## config.mk

```make
export PLATFORM = sky130hd
export DESIGN_NAME = edge_clken_gen
export DESIGN_NICKNAME = d
export VERILOG_FILES = /design/src/rtl/clken_pkg.sv /design/src/rtl/pin_sync_bank.sv /design/src/rtl/edge_pick.sv /design/src/rtl/edge_clken_gen.sv
export SDC_FILE = /design/constraint.sdc
export NUM_CORES = 1
export LEC_CHECK = 0
export BUFFER_PORTS_ARGS = -buffer_cell sky130_fd_sc_hd__buf_2
export CORE_MARGIN = 1.5
export CORE_UTILIZATION = 40
export DETAILED_ROUTE_END_ITERATION = 7
export HOLD_SLACK_MARGIN = 0.15
export PLACE_DENSITY_LB_ADDON = 0.08
export SYNTH_ARGS = -nofsm -noshare
export SYNTH_HDL_FRONTEND = slang
export SYNTH_HIERARCHICAL = 1
export SYNTH_SLANG_ARGS = --single-unit
```

## constraint.sdc

```tcl
create_clock -name clk_i -period 1.7 [get_ports clk_i]
set_input_delay 0.17 -clock clk_i [delete_from_list [all_inputs] [get_ports clk_i]]
set_output_delay 0.17 -clock clk_i [all_outputs]
set_load 0.03 [all_outputs]
```

## src/rtl/clken_pkg.sv

```systemverilog
package clken_pkg;
    typedef enum logic [1:0] {
        MODE_FREE  = 2'd0,
        MODE_GATED = 2'd1,
        MODE_EDGE  = 2'd2,
        MODE_ALIAS = 2'd3
    } clk_mode_e;

    localparam int unsigned DEF_PINS  = 4;
    localparam int unsigned DEF_SEL_W = 4;
endpackage

```

## src/rtl/pin_sync_bank.sv

```systemverilog
module pin_sync_bank #(
    parameter int unsigned NUM_PINS = 4
) (
    input  logic                clk_i,
    input  logic                rst_ni,
    input  logic [NUM_PINS-1:0] pins_i,
    output logic [NUM_PINS-1:0] sync_o
);
    typedef struct packed {
        logic [NUM_PINS-1:0] s1;
        logic [NUM_PINS-1:0] s2;
    } sync_t;

    sync_t st_d, st_q;

    always_comb begin
        st_d    = st_q;
        st_d.s1 = pins_i;
        st_d.s2 = st_q.s1;
    end

    always_ff @(posedge clk_i or negedge rst_ni) begin
        if (!rst_ni) st_q <= '0;
        else         st_q <= st_d;
    end

    assign sync_o = st_q.s2;

    // the second stage always repeats the first stage of the cycle before
    a_r8_two_stage : assert property (@(posedge clk_i) disable iff (!rst_ni)
        1'b1 |=> (sync_o == $past(st_q.s1)));
endmodule

```

## src/rtl/edge_pick.sv

```systemverilog
module edge_pick #(
    parameter int unsigned NUM_PINS = 4,
    parameter int unsigned SEL_W    = 4
) (
    input  logic                clk_i,
    input  logic                rst_ni,
    input  logic [NUM_PINS-1:0] sync_i,
    input  logic [SEL_W-1:0]    sel_i,
    output logic                edge_o
);
    localparam int unsigned IDX_W = (NUM_PINS > 1) ? $clog2(NUM_PINS) : 1;

    typedef struct packed {
        logic [NUM_PINS-1:0] prev;
    } hist_t;

    hist_t h_d, h_q;
    logic [NUM_PINS-1:0] rise, fall;
    logic [IDX_W-1:0]    idx;
    logic                pol, sel_ok;

    always_comb begin
        h_d      = h_q;
        h_d.prev = sync_i;
    end

    always_ff @(posedge clk_i or negedge rst_ni) begin
        if (!rst_ni) h_q <= '0;
        else         h_q <= h_d;
    end

    assign rise   = sync_i & ~h_q.prev;
    assign fall   = ~sync_i & h_q.prev;
    assign pol    = sel_i[0];
    assign idx    = sel_i[IDX_W:1];
    assign sel_ok = ((sel_i >> (IDX_W + 1)) == '0) && (32'(idx) < NUM_PINS);

    always_comb begin
        edge_o = 1'b0;
        if (sel_ok) edge_o = pol ? fall[idx] : rise[idx];
    end

    // reserved selector never gives a strobe
    a_r6_reserved_quiet : assert property (@(posedge clk_i) disable iff (!rst_ni)
        (sel_i[SEL_W-1]) |-> !edge_o);
    // one edge of one polarity gives exactly one strobe cycle
    a_r7_single_cycle : assert property (@(posedge clk_i) disable iff (!rst_ni)
        edge_o |=> (!edge_o || !$stable(sel_i)));
endmodule

```

## src/rtl/edge_clken_gen.sv

```systemverilog
module edge_clken_gen
    import clken_pkg::*;
#(
    parameter int unsigned NUM_PINS = DEF_PINS,
    parameter int unsigned SEL_W    = DEF_SEL_W
) (
    input  logic                clk_i,
    input  logic                rst_ni,
    input  logic [NUM_PINS-1:0] pins_i,
    input  logic [1:0]          mode_i,
    input  logic [SEL_W-1:0]    edge_sel_i,
    input  logic [NUM_PINS-1:0] sync_en_i,
    output logic                cnt_en_o,
    output logic [NUM_PINS-1:0] evt_o
);
    typedef struct packed {
        logic en;
    } ctl_t;

    ctl_t c_d, c_q;
    logic [NUM_PINS-1:0] pin_sync;
    logic                edge_hit;

    pin_sync_bank #(.NUM_PINS(NUM_PINS)) u_sync (
        .clk_i  (clk_i),
        .rst_ni (rst_ni),
        .pins_i (pins_i),
        .sync_o (pin_sync)
    );

    edge_pick #(.NUM_PINS(NUM_PINS), .SEL_W(SEL_W)) u_pick (
        .clk_i  (clk_i),
        .rst_ni (rst_ni),
        .sync_i (pin_sync),
        .sel_i  (edge_sel_i),
        .edge_o (edge_hit)
    );

    always_comb begin
        c_d = c_q;
        case (mode_i)
            MODE_GATED: c_d.en = edge_hit;
            MODE_EDGE:  c_d.en = 1'b0;
            default:    c_d.en = 1'b1;
        endcase
    end

    always_ff @(posedge clk_i or negedge rst_ni) begin
        if (!rst_ni) c_q <= '0;
        else         c_q <= c_d;
    end

    assign cnt_en_o = (mode_i == MODE_EDGE) ? edge_hit : c_q.en;

    for (genvar g = 0; g < NUM_PINS; g++) begin : g_evt
        assign evt_o[g] = sync_en_i[g] ? pin_sync[g] : pins_i[g];
    end

    // free (and aliased) mode keeps the strobe high
    a_r2_free_high : assert property (@(posedge clk_i) disable iff (!rst_ni)
        (mode_i == MODE_FREE || mode_i == MODE_ALIAS) |=> (mode_i == MODE_EDGE || cnt_en_o));
    // gated strobe follows a detected edge by one cycle
    a_r5_gated_delay : assert property (@(posedge clk_i) disable iff (!rst_ni)
        (mode_i == MODE_GATED && edge_hit) |=> (mode_i != MODE_GATED || cnt_en_o));
    // edge-sourced mode strobes only on a detected edge
    a_r4_edge_only : assert property (@(posedge clk_i) disable iff (!rst_ni)
        (mode_i == MODE_EDGE && !edge_hit) |-> !cnt_en_o);
    // reset holds the strobe low
    always_comb begin
        if (!rst_ni) a_r1_reset_quiet : assert (c_q.en == 1'b0);
    end
endmodule

```

After elaboration in Yosys (flattened, before gate mapping)
Cells that the tools add are included.

Flip-flop bits (word level): 13. Input bits: 16. Output and inout port bits: 5. Logic and storage cells: 24.

Order comparisons: 1. Equality and inequality tests: 2. Multiplexer cells: 12. Bitwise operators: 4. Reduce and logical (&&, ||, !) cells: 1.

Operators by type and width (number): $mux W1 (9); $and A4 B4 Y4 (2); $not A4 Y4 (2); $bmux W1 S2 (2); $logic_not A4 Y1 (1); $lt A2 B3 Y1 const B (1); $eq A2 B1 Y1 const B (1); $eq A2 B2 Y1 const B (1); $pmux W1 S2 (1).

Depth between registers and ports, before layout
Depth after elaboration: 7. Mapped depth: 5. Depth with buffers taken out: 5.

Modules after synthesis
Netlist, hierarchy kept.

Modules (own cells, without submodules): edge_pick (instances 1, cells an instance 19, area each 227.7 um^2, seq. area each 100.1 um^2); pin_sync_bank (instances 1, cells an instance 8, area each 200.2 um^2, seq. area each 200.2 um^2); edge_clken_gen (instances 1, cells an instance 9, area each 112.6 um^2, seq. area each 25.0 um^2).

Worst setup path before layout
No wires, ideal clock.

Path type: reg-to-output. Start point: register u_sync.st_q (netlist bit u_sync/sync_o[3]). End point: output cnt_en_o. Arrival: 1.529 ns. Path slack: 0.001 ns. Cell stages (with the launch flop): 5. Cells stage by stage: dfrtp_1 -> or2b_1 -> mux4_2 -> o311ai_2 -> mux2_4.

Word-level cells in the longest chain between the ends: 7. Elaborated cells on any way between the ends: 10. Classes of those cells: 7 x mux; 3 x bitwise.

Ends and longest elaborated chain: start, declared (RTL line pin_sync_bank.sv:14) `sync_t st_d, st_q;`; start signal, assigned (RTL line pin_sync_bank.sv:24) `else st_q <= st_d;`; $not A4 Y4 (RTL line edge_pick.sv:33) `assign fall = ~sync_i & h_q.prev;`; $and A4 B4 Y4 (RTL line edge_pick.sv:33); $bmux W1 S2 (RTL line edge_pick.sv:40) `if (sel_ok) edge_o = pol ? fall[idx] : rise[idx];`; $mux W1 (implied by the code) (RTL line edge_pick.sv:40); $mux W1 * (2 in series) (RTL line edge_pick.sv:40); named net edge_hit (RTL line edge_clken_gen.sv:22) `logic edge_hit;`; $mux W1 * (RTL line edge_clken_gen.sv:53) `assign cnt_en_o = (mode_i == MODE_EDGE) ? edge_hit : c_q.en;`; end, declared (RTL line edge_clken_gen.sv:13) `output logic cnt_en_o,`.

Mark *: on every way through the listed nets, which the timed path passes. The rest lies on a longest branch. The select of a mux whose other input is x is not followed.

Final worst setup path
Ends and elaborated chain as after synthesis.

==> impl_metrics.env <==
export IMPL_drc=0
export IMPL_run_status="finished, violations left"
export IMPL_overflow=0
export IMPL_start_util=0.421
export IMPL_crit_required_ns=1.53
export IMPL_path_clk_slew_ns=0.07
export IMPL_first_iter_violations=0
export IMPL_synth_fp_nets=52
export IMPL_ir_worst_vdd_mv=0.455
export IMPL_synth_most_common_cell="dfrtp_1"
export IMPL_synth_compound_area_share=0.0486
export IMPL_track_usage=0.158
export IMPL_cts_htree_levels=1
export IMPL_power_density_mw_per_mm2=798
export IMPL_synth_xor_area_share=0
export IMPL_register_area_sq_um=325
export IMPL_slew_violations=0
export IMPL_io_pins=21
export IMPL_grt_pass1_wl_um=1540
export IMPL_antenna_found_initial=0
export IMPL_core_rowCount=13
export IMPL_synth_top_family_by_area="simple AND/OR/NAND/NOR gates"
export IMPL_async_flop_share=1.00
export IMPL_place_congestion=0.662
export IMPL_dpl_hpwl_um=820
export IMPL_synth_seq_cells=13
export IMPL_drv_cap=0
export IMPL_hold_depth=3
export IMPL_relSlewSlack=0.746
export IMPL_ant_nets=0
export IMPL_firstDrtPassIters=1
export IMPL_fillers=118
export IMPL_via_count=413
export IMPL_numPortBuffers=20
export IMPL_pre_cts_ws_ns=-0.166
export IMPL_rsz0062_at_grt="yes"
export IMPL_wl_per_cell_um=12.3
export IMPL_syn_to_final_growth_pct=45.6
export IMPL_start_kind="flop"
export IMPL_yosysTopAreaCellShare=0.602
export IMPL_drive_above_1_share=0.522
export IMPL_finalSetupViolCount=2
export IMPL_cts_buffer_depth=2
export IMPL_violations="setup timing"
export IMPL_ys_flop_type="dfrtp_1"
export IMPL_syn_inst=36
export IMPL_finalHoldViolations=0
export IMPL_synth_distinct_cells=13
export IMPL_die_y_um=39.8
export IMPL_diodes=0
export IMPL_die_x_um=39.8
export IMPL_coreArea_sq_mm=0.00128
export IMPL_crit_type="reg -> out"
export IMPL_muxShareOfSynthArea=0.153
export IMPL_synth_area_leaders="dfrtp_1 (60%), mux2_2 (8.3%), nor3b_1 (5.6%)"
export IMPL_multi_input_area_sq_um=226
export IMPL_synthAdderAreaFrac=0
export IMPL_ys_seq_area_frac=0.602
export IMPL_power_mw=0.628
export IMPL_yosysWarnings=6
export IMPL_reg2reg_depth=6
export IMPL_worstHoldPathType="in -> reg"
export IMPL_clk_latency_ns=0.26
export IMPL_cts_tree="done"
export IMPL_fmax_mhz=480
export IMPL_vias_per_cell=4.92
export IMPL_crit_path_end_kind="output pin"
export IMPL_syn_area_per_cell_sq_um=15.0
export IMPL_synth_simple_gate_area_frac=0.190
export IMPL_post_route_min_period_ns=2.08
export IMPL_skew_ns=0.00295
export IMPL_leakage_nw=0.385
export IMPL_syn_area_sq_um=541
export IMPL_crit_arrival_ns=1.91
export IMPL_tightest_slew_ns=0.377
export IMPL_routed_wl_um=1030
export IMPL_die_area_sq_mm=0.00158
export IMPL_grt_max_degree=14
export IMPL_fin_util=0.612
export IMPL_cts_num_sinks=13
export IMPL_yosys_top_cells_count="dfrtp_1 (13), mux2_2 (4), nor3b_1 (4), or2b_1 (4)"
export IMPL_nets=86
export IMPL_path_max_fanout=3
export IMPL_synth_edf_count=0
export IMPL_fin_crit_sh=1.23
export IMPL_numCtsBuffers=3
export IMPL_cts_root_buf="clkbuf_4"
export IMPL_setup_ws_ns=-0.384
export IMPL_synth_top_area_cell="dfrtp_1"
export IMPL_first_global_vias=395
-- routing by layer --
layer,track usage,vias up,share of wire
met1,0.153,198,0.36
met3,0.0341,0,0.064
li1,-,198,-
met2,0.303,17,0.58
met5,0,-,0
met4,0.0776,0,0
-- cell usage in the layout, fill, tap and decap left out --
cell type	instances
nor3b_2	1
clkbuf_1	1
or2b_1	4
dfrtp_1	13
mux2_4	1
nor2b_1	1
buf_4	4
nor3_1	1
dlygate4sd3_1	5
buf_6	1
clkbuf_4	3
inv_1	1
mux4_2	1
o21ai_0	2
o311ai_4	1
nor3b_1	3
and3b_1	2
nand2b_4	1
mux2_2	4
buf_2	19
-- what timing repair did --
item / CTS / global route
hold endpoints to repair: 17 / 0
setup buffers: 2 / 1
endpoints found under the setup margin: 2 / 2
gates resized for setup: 2 / 2
hold buffers: 5 / 0
-- where the power goes --
part | switching (mW) | total (mW) | internal [mW]
clock network | 0.0856 | 0.176 | 0.0906
registers | 0.00761 | 0.333 | 0.326
logic | 0.0557 | 0.119 | 0.0630
total | 0.149 | 0.628 | 0.479
-- path summary, 6_finish.rpt --
path,endpoint,start,slack [ns]
max,cnt_en_o,u_sync/sync_o[3],-0.38
min,c_q,mode_i[0],0.24
max reg2reg,c_q,u_sync/sync_o[3],-0.03
min reg2reg,u_sync/sync_o[1],u_sync/st_d[1],0.35
max in group asynchronous,u_sync/sync_o[3],rst_ni,1.17
min in group asynchronous,u_sync/st_d[1],rst_ni,0.32
-- sequential cells by signal, summed over array words and instances, names as in the netlist --
signal and count:
u_pick/h_q 4, u_sync/st_d 4, u_sync/sync_o 4, c_q 1
-- layout make-up --
class / instances / share of cell area
inverters: 1 / 0.00477
flip-flops and latches: 13 / 0.413
multi-input cells: 22 / 0.288
repair buffers: 29 / 0.237
clock buffers: 4 / 0.0334
well taps: 15 / 0.0238
-- critical path: stages, from the launching register on --
cell	delay [ns]
dfrtp_1	0.38
or2b_1	0.22
mux4_2	0.50
o311ai_4	0.24
mux2_4	0.20
buf_6	0.12
-- logic make-up (layout without fill, tap and decap cells) --
logic type,Yosys count,in the layout
buffers and inverters,1,34
and+or+nand+nor,13,13
DFF,13,13
muxes,6,6
AOI/OAI and AO/OA,3,3
-- stage by stage --
step           cell area [sq um]  hold WS (ns)  setup TNS [ns]  std cells
2_1_floorplan                541        -0.126               0         36
3_3_place_gp                 682        0.0555          -0.127         74
3_5_place_dp                 682        0.0628          -0.208         74
4_1_cts                      772         0.245          -0.446         84
5_1_grt                      787         0.239          -0.569         84
6_report                     787         0.235          -0.413         84
Note: power is estimated with default switching activity, not from simulation.
